[src/rtl/uart_tx_pkg.sv]
package uart_tx_pkg;

    typedef enum logic [2:0] {
        ST_IDLE,
        ST_START,
        ST_DATA,
        ST_PAR,
        ST_STOP,
        ST_BRK
    } tx_state_t;

    localparam logic [1:0] PAR_NONE = 2'b00;
    localparam logic [1:0] PAR_EVEN = 2'b01;
    localparam logic [1:0] PAR_ODD  = 2'b10;

    localparam int BRK_BITS = 12;

endpackage

[src/rtl/uart_tx_fifo.sv]
module uart_tx_fifo #(
    parameter int W     = 9,
    parameter int DEPTH = 4
) (
    input  logic         clk,
    input  logic         rst_n,
    input  logic         push_req,
    input  logic         pop,
    input  logic [W-1:0] din,
    output logic [W-1:0] dout,
    output logic         empty,
    output logic         full,
    output logic         ovf
);
    localparam int AW = (DEPTH > 1) ? $clog2(DEPTH) : 1;
    localparam int CW = AW + 1;

    logic [W-1:0]  mem [DEPTH];
    logic [AW-1:0] wp_q, rp_q;
    logic [CW-1:0] cnt_q;
    logic          push, do_pop;

    assign full   = (cnt_q == CW'(DEPTH));
    assign empty  = (cnt_q == '0);
    assign push   = push_req && !full;
    assign do_pop = pop && !empty;
    assign dout   = mem[rp_q];

    always_ff @(posedge clk) begin
        if (push) mem[wp_q] <= din;
    end

    always_ff @(posedge clk or negedge rst_n) begin
        if (!rst_n) begin
            wp_q  <= '0;
            rp_q  <= '0;
            cnt_q <= '0;
            ovf   <= 1'b0;
        end else begin
            if (push)
                wp_q <= (wp_q == AW'(DEPTH - 1)) ? '0 : wp_q + 1'b1;
            if (do_pop)
                rp_q <= (rp_q == AW'(DEPTH - 1)) ? '0 : rp_q + 1'b1;
            unique case ({push, do_pop})
                2'b10:   cnt_q <= cnt_q + 1'b1;
                2'b01:   cnt_q <= cnt_q - 1'b1;
                default: cnt_q <= cnt_q;
            endcase
            if (push_req && full) ovf <= 1'b1;
        end
    end

endmodule

[src/rtl/uart_tx_baud.sv]
module uart_tx_baud #(
    parameter int BRG_W    = 16,
    parameter int PRE_SLOW = 16,
    parameter int PRE_FAST = 4
) (
    input  logic             clk,
    input  logic             rst_n,
    input  logic             run,
    input  logic             sel_fast,
    input  logic [BRG_W-1:0] brg,
    output logic             tick
);
    localparam int PCW = (PRE_SLOW > 1) ? $clog2(PRE_SLOW) : 1;

    logic [PCW-1:0]   pc_q, pc_lim;
    logic [BRG_W-1:0] bc_q;
    logic             pc_wrap;

    assign pc_lim  = sel_fast ? PCW'(PRE_FAST - 1) : PCW'(PRE_SLOW - 1);
    assign pc_wrap = (pc_q == pc_lim);
    assign tick    = run && pc_wrap && (bc_q == brg);

    always_ff @(posedge clk or negedge rst_n) begin
        if (!rst_n) begin
            pc_q <= '0;
            bc_q <= '0;
        end else if (!run) begin
            pc_q <= '0;
            bc_q <= '0;
        end else if (pc_wrap) begin
            pc_q <= '0;
            bc_q <= (bc_q == brg) ? '0 : bc_q + 1'b1;
        end else begin
            pc_q <= pc_q + 1'b1;
        end
    end

endmodule

[src/rtl/uart_tx_framer.sv]
module uart_tx_framer
    import uart_tx_pkg::*;
#(
    parameter int DATA_W = 9
) (
    input  logic              clk,
    input  logic              rst_n,
    input  logic              tick,
    input  logic              fifo_empty,
    input  logic [DATA_W-1:0] fifo_rdata,
    input  logic              cts_ok,
    input  logic              brk_req,
    input  logic              cfg_nine,
    input  logic [1:0]        cfg_parity,
    input  logic              cfg_two_stop,
    output logic              pop,
    output logic              run,
    output logic              line_o,
    output logic              done
);
    localparam int BCW = $clog2(BRK_BITS + 1);

    tx_state_t         state_q, state_d;
    logic [DATA_W-1:0] shift_q;
    logic [BCW-1:0]    cnt_q;
    logic              stop_q, par_q, par_en_q, nine_q, two_q, brk_pend_q;
    logic              last_data, last_stop, last_brk, start_frame, start_brk;

    assign last_data   = (cnt_q == (nine_q ? BCW'(DATA_W - 1) : BCW'(DATA_W - 2)));
    assign last_stop   = (stop_q == two_q);
    assign last_brk    = (cnt_q == BCW'(BRK_BITS - 1));
    assign start_brk   = (state_q == ST_IDLE) && brk_pend_q;
    assign start_frame = (state_q == ST_IDLE) && !brk_pend_q && !fifo_empty && cts_ok;

    // state register
    always_ff @(posedge clk or negedge rst_n) begin
        if (!rst_n) state_q <= ST_IDLE;
        else        state_q <= state_d;
    end

    // transitions
    always_comb begin
        state_d = state_q;
        unique case (state_q)
            ST_IDLE: begin
                if (start_brk)        state_d = ST_BRK;
                else if (start_frame) state_d = ST_START;
            end
            ST_START: if (tick) state_d = ST_DATA;
            ST_DATA:  if (tick && last_data) state_d = par_en_q ? ST_PAR : ST_STOP;
            ST_PAR:   if (tick) state_d = ST_STOP;
            ST_STOP:  if (tick && last_stop) state_d = ST_IDLE;
            ST_BRK:   if (tick && last_brk) state_d = ST_IDLE;
            default:  state_d = ST_IDLE;
        endcase
    end

    // frame datapath
    always_ff @(posedge clk or negedge rst_n) begin
        if (!rst_n) begin
            shift_q    <= '0;
            cnt_q      <= '0;
            stop_q     <= 1'b0;
            par_q      <= 1'b0;
            par_en_q   <= 1'b0;
            nine_q     <= 1'b0;
            two_q      <= 1'b0;
            brk_pend_q <= 1'b0;
        end else begin
            brk_pend_q <= (brk_pend_q && !start_brk) || brk_req;
            if (start_frame) begin
                shift_q  <= fifo_rdata;
                nine_q   <= cfg_nine;
                two_q    <= cfg_two_stop;
                par_en_q <= !cfg_nine && (cfg_parity == PAR_EVEN || cfg_parity == PAR_ODD);
                par_q    <= (^fifo_rdata[DATA_W-2:0]) ^ (cfg_parity == PAR_ODD);
                cnt_q    <= '0;
                stop_q   <= 1'b0;
            end else if (start_brk) begin
                cnt_q <= '0;
            end else if (tick) begin
                if (state_q == ST_DATA) begin
                    shift_q <= shift_q >> 1;
                    cnt_q   <= cnt_q + 1'b1;
                end
                if (state_q == ST_BRK)  cnt_q  <= cnt_q + 1'b1;
                if (state_q == ST_STOP) stop_q <= 1'b1;
            end
        end
    end

    // outputs
    always_comb begin
        pop  = start_frame;
        run  = (state_q != ST_IDLE);
        done = (state_q == ST_STOP) && tick && last_stop && fifo_empty;
        unique case (state_q)
            ST_IDLE:  line_o = 1'b1;
            ST_START: line_o = 1'b0;
            ST_DATA:  line_o = shift_q[0];
            ST_PAR:   line_o = par_q;
            ST_STOP:  line_o = 1'b1;
            ST_BRK:   line_o = 1'b0;
            default:  line_o = 1'b1;
        endcase
    end

endmodule

[src/rtl/uart_tx_core.sv]
module uart_tx_core #(
    parameter int DATA_W     = 9,
    parameter int FIFO_DEPTH = 4,
    parameter int BRG_W      = 16,
    parameter int PRE_SLOW   = 16,
    parameter int PRE_FAST   = 4
) (
    input  logic              clk,
    input  logic              rst_n,
    input  logic              wr_en,
    input  logic [DATA_W-1:0] wr_data,
    input  logic              cfg_nine,
    input  logic [1:0]        cfg_parity,
    input  logic              cfg_two_stop,
    input  logic              cfg_inv_idle,
    input  logic              cfg_fast,
    input  logic [BRG_W-1:0]  cfg_brg,
    input  logic              cfg_flow_en,
    input  logic              cts,
    input  logic              brk_req,
    output logic              tx_out,
    output logic              q_empty,
    output logic              q_full,
    output logic              q_overflow,
    output logic              tx_done
);
    logic [DATA_W-1:0] fifo_rdata;
    logic              fifo_pop, bit_tick, baud_run, line_raw, cts_ok;

    assign cts_ok = !cfg_flow_en || cts;
    assign tx_out = line_raw ^ cfg_inv_idle;

    uart_tx_fifo #(.W(DATA_W), .DEPTH(FIFO_DEPTH)) u_fifo (
        .clk      (clk),
        .rst_n    (rst_n),
        .push_req (wr_en),
        .pop      (fifo_pop),
        .din      (wr_data),
        .dout     (fifo_rdata),
        .empty    (q_empty),
        .full     (q_full),
        .ovf      (q_overflow)
    );

    uart_tx_baud #(.BRG_W(BRG_W), .PRE_SLOW(PRE_SLOW), .PRE_FAST(PRE_FAST)) u_baud (
        .clk      (clk),
        .rst_n    (rst_n),
        .run      (baud_run),
        .sel_fast (cfg_fast),
        .brg      (cfg_brg),
        .tick     (bit_tick)
    );

    uart_tx_framer #(.DATA_W(DATA_W)) u_frm (
        .clk          (clk),
        .rst_n        (rst_n),
        .tick         (bit_tick),
        .fifo_empty   (q_empty),
        .fifo_rdata   (fifo_rdata),
        .cts_ok       (cts_ok),
        .brk_req      (brk_req),
        .cfg_nine     (cfg_nine),
        .cfg_parity   (cfg_parity),
        .cfg_two_stop (cfg_two_stop),
        .pop          (fifo_pop),
        .run          (baud_run),
        .line_o       (line_raw),
        .done         (tx_done)
    );

endmodule

[config.mk]
export PLATFORM = sky130hd
export DESIGN_NAME = uart_tx_core
export DESIGN_NICKNAME = d
export VERILOG_FILES = /design/src/rtl/uart_tx_pkg.sv /design/src/rtl/uart_tx_fifo.sv /design/src/rtl/uart_tx_baud.sv /design/src/rtl/uart_tx_framer.sv /design/src/rtl/uart_tx_core.sv
export SDC_FILE = /design/constraint.sdc
export NUM_CORES = 1
export LEC_CHECK = 0
export BUFFER_PORTS_ARGS = -buffer_cell sky130_fd_sc_hd__buf_4
export CORE_AREA = 2 2 118 97
export CTS_CLUSTER_SIZE = 40
export DETAILED_ROUTE_END_ITERATION = 10
export DIE_AREA = 0 0 120 99
export MAX_ROUTING_LAYER = met4
export PLACE_DENSITY = 0.64
export REMOVE_ABC_BUFFERS = 1
export SLEW_MARGIN = 15
export SYNTH_ARGS = -nofsm -noshare
export SYNTH_HDL_FRONTEND = slang
export SYNTH_SLANG_ARGS = --single-unit
[constraint.sdc]
create_clock -name clk -period 5.6 [get_ports clk]
set_input_delay 0.56 -clock clk [delete_from_list [all_inputs] [get_ports clk]]
set_output_delay 0.56 -clock clk [all_outputs]
set_load 0.03 [all_outputs]
==> qor.txt <==
top_reg_cell synth: dfrtp_1
CP arrival: 2.40 ns
ys async rst share: 0.581
area delta synth->final: 17.2%
Worst Setup End Kind: output port
largest net degree at the start of global routing: 51
clock transition at the registers of the reported paths: 0.06 ns
Detail Route Antenna Nets: 0
DR DRC count: 0
Site Rows: 34
Setup-failing EPs final: 0
number of DRC markers in iteration 0: 103
CP peak stage delay: 0.41 ns
GRT Overall Usage: 0.145
HP Class: input port to asynchronous set/reset pin
synth unique cells: 42
Pwr Total: 1630 µW
final wirelength: 7.86 mm
Total Die Area: 0.0119 mm²
RD Place Congestion: 0.812
die height: 99 µm
HPWL after detailed placement: 5.49 mm
cts hold-fix bufs: 0
Tcrit/Tclk final: 0.529
reg-to-reg slack, setup: 2.78 ns
worst setup path class: flop to output port
minimum clock period: 2.96 ns
PwrDens: 333 mW/mm²
fin area: 0.00491 mm²
post_cts resized: 0
Slew Viols, Final: 0
cell area after synthesis: 0.00419 mm²
number of antenna violations at the first check in global routing: 0
Ys Warns: 0
first-pass GRT wire length: 13.0 mm
syn_area_per_cell: 11.5 µm²
Worst slew margin: 0.413
Top delay family on crit path: simple AND/OR/NAND/NOR gates
Cells after DPL: 537
vias per cell: 4.99
share of layout cells above drive strength 1: 0.169
Die Wd: 120 µm
clock sink count: 86
most common cell after layout, fill and taps aside: dfrtp_1
GR Overflow Total: 0
H-tree depth: 3
First-pass DRT Iterations: 4
Wirelength per Cell: 14.2 µm
worst-path cell chain: xor2_1 -> nor4_1 -> nand4_1 -> nor2_2 -> nand3_1 -> nor3_1 -> buf_4
CP startpoint kind: flop
Worst Tran Pin Value: 0.881 ns
Max Clock Skew: 0.00772 ns
DR vias: 2758
postcts setup bufs: 0
crit path buf inv count: 1
Yosys reg bits: 86
placed inst area: 0.00463 mm²
Leak: 0.00203 µW
CTS tree: built
CTS Buf Count: 9
post-synthesis sequential area ratio: 0.557
leading cell types in the layout, fill and taps excluded: dfrtp_1, buf_4, o21ai_0, edfxtp_1, nand2_1
n_diodes: 0
final net count: 452
critical path required time: 5.04 ns
Syn Inst Count: 363
max capacitance violation total: 0
RSZ-0062 raised after global routing: false
status: completed
clock buffer depth: 2
core region area: 0.0107 mm²
Initial Util: 0.392
Fmax achieved: 0.337 GHz
clk root buf: clkbuf_16
Port Buffers: 41
vias in the first global route: 2638
Post-synth EDFFs: 36
Crit Path Max Fanout: 6
IO Pins: 42
Max VDD drop: 0.210 mV
post-route setup TNS: 0 ns
Finished Layout Cells: 553
Final Hold Viols: 0
Clk Latency, worst-skew pair: 0.33 ns
CP max-delay cell: dfrtp_1
-- path summary, 6_finish.rpt --
kind | start | cells after the start | end
max | u_baud.bc_q[15] | 7 | tx_done
min | rst_n | 1 | u_baud.pc_q[3]
max reg2reg | u_frm.state_q[0] | 10 | u_fifo.cnt_q[2]
min reg2reg | u_baud.pc_q[0] | 1 | u_baud.pc_q[0]
max in group asynchronous | rst_n | 1 | u_fifo.wp_q[1]
min in group clk | brk_req | 2 | u_frm.brk_pend_q
-- layout make-up --
type | count | area [µm²]
multi-input combinational | 249 | 1740
sequential | 86 | 2330
inverter | 16 | 60.1
fill | 953 | 5770
clock inverter | 2 | 16.3
clock buffer | 14 | 264
tap | 144 | 180
timing repair buffer | 42 | 315
-- routing by layer --
metal | global-route usage | wire (µm)
met2 | 0.215 | 3570
met4 | 0.0371 | 87
met5 | - | 0
met1 | 0.194 | 3950
met3 | 0.0457 | 250
-- per-stage QoR --
| step | util | hold slack [ns] | setup slack, ns |
|---|---|---|---|
| floorplan | - | 0.264 | 2.85 |
| global placement | 0.433 | 0.441 | 2.80 |
| detailed placement | 0.433 | 0.450 | 2.72 |
| CTS | 0.460 | 0.272 | 2.63 |
| global route | 0.460 | 0.284 | 2.51 |
| finish | 0.460 | 0.246 | 2.64 |
-- where the power goes --
group | internal, µW | switching [µW] | leakage (µW)
Combinational | 123 | 161 | 0.000916
Clock | 326 | 227 | 0.000133
Sequential | 751 | 47.5 | 0.000981
-- worst reg2reg max path: stages (launching register included) --
cell and delay (ns):
dfrtp_1 0.48, nor2_1 0.21, nand2_1 0.13, or3_1 0.47
inv_2 0.36, ha_1 0.26, inv_1 0.06, fa_1 0.37
xor2_1 0.15, nor2_1 0.11, xor2_1 0.15
-- logic make-up (layout without fill, tap and decap cells) --
| kind of cell | after synthesis | after routing | synth area share |
|---|---|---|---|
| and+or+nand+nor | 118 | 118 | 0.139 |
| DFF | 86 | 86 | 0.557 |
| AOI/OAI and AO/OA | 63 | 63 | 0.0887 |
| xor gates and xnor gates | 35 | 35 | 0.0732 |
| buffers and inverters | 28 | 74 | 0.0278 |
| muxes | 22 | 22 | 0.0800 |
| adders and majority gates | 11 | 11 | 0.0346 |
-- cell usage after synthesis (all sizes together), types with 2 or more instances --
master / number / area (µm²)
o21ai: 40 / 200
ha: 10 / 125
xnor2: 10 / 87.6
buf: 9 / 45.0
and3: 6 / 37.5
mux2i: 11 / 110
a21o: 3 / 22.5
or3: 4 / 25.0
o31ai: 3 / 22.5
nor2: 25 / 96.4
nand2: 34 / 128
dfrtp: 50 / 1250
inv: 16 / 60.1
nand2b: 13 / 81.3
nor4: 5 / 31.3
nor2b: 8 / 50.1
mux4: 9 / 203
clkbuf: 3 / 11.3
nor3: 4 / 20.0
nand3: 10 / 50.1
o22ai: 2 / 12.5
mux2: 2 / 22.5
xor2: 25 / 219
edfxtp: 36 / 1080
a21oi: 8 / 43.8
and2: 5 / 31.3
-- sequential cells by signal, indices dropped and copies added, names as in the netlist, 2 cells and up --
signal         flops
u_fifo.wp_q        2
u_fifo.mem        36
u_baud.pc_q        4
u_fifo.cnt_q       3
u_frm.shift_q      9
u_fifo.rp_q        2
u_frm.state_q      3
u_frm.cnt_q        4
u_baud.bc_q       16
(Power assumes the default switching activity.)
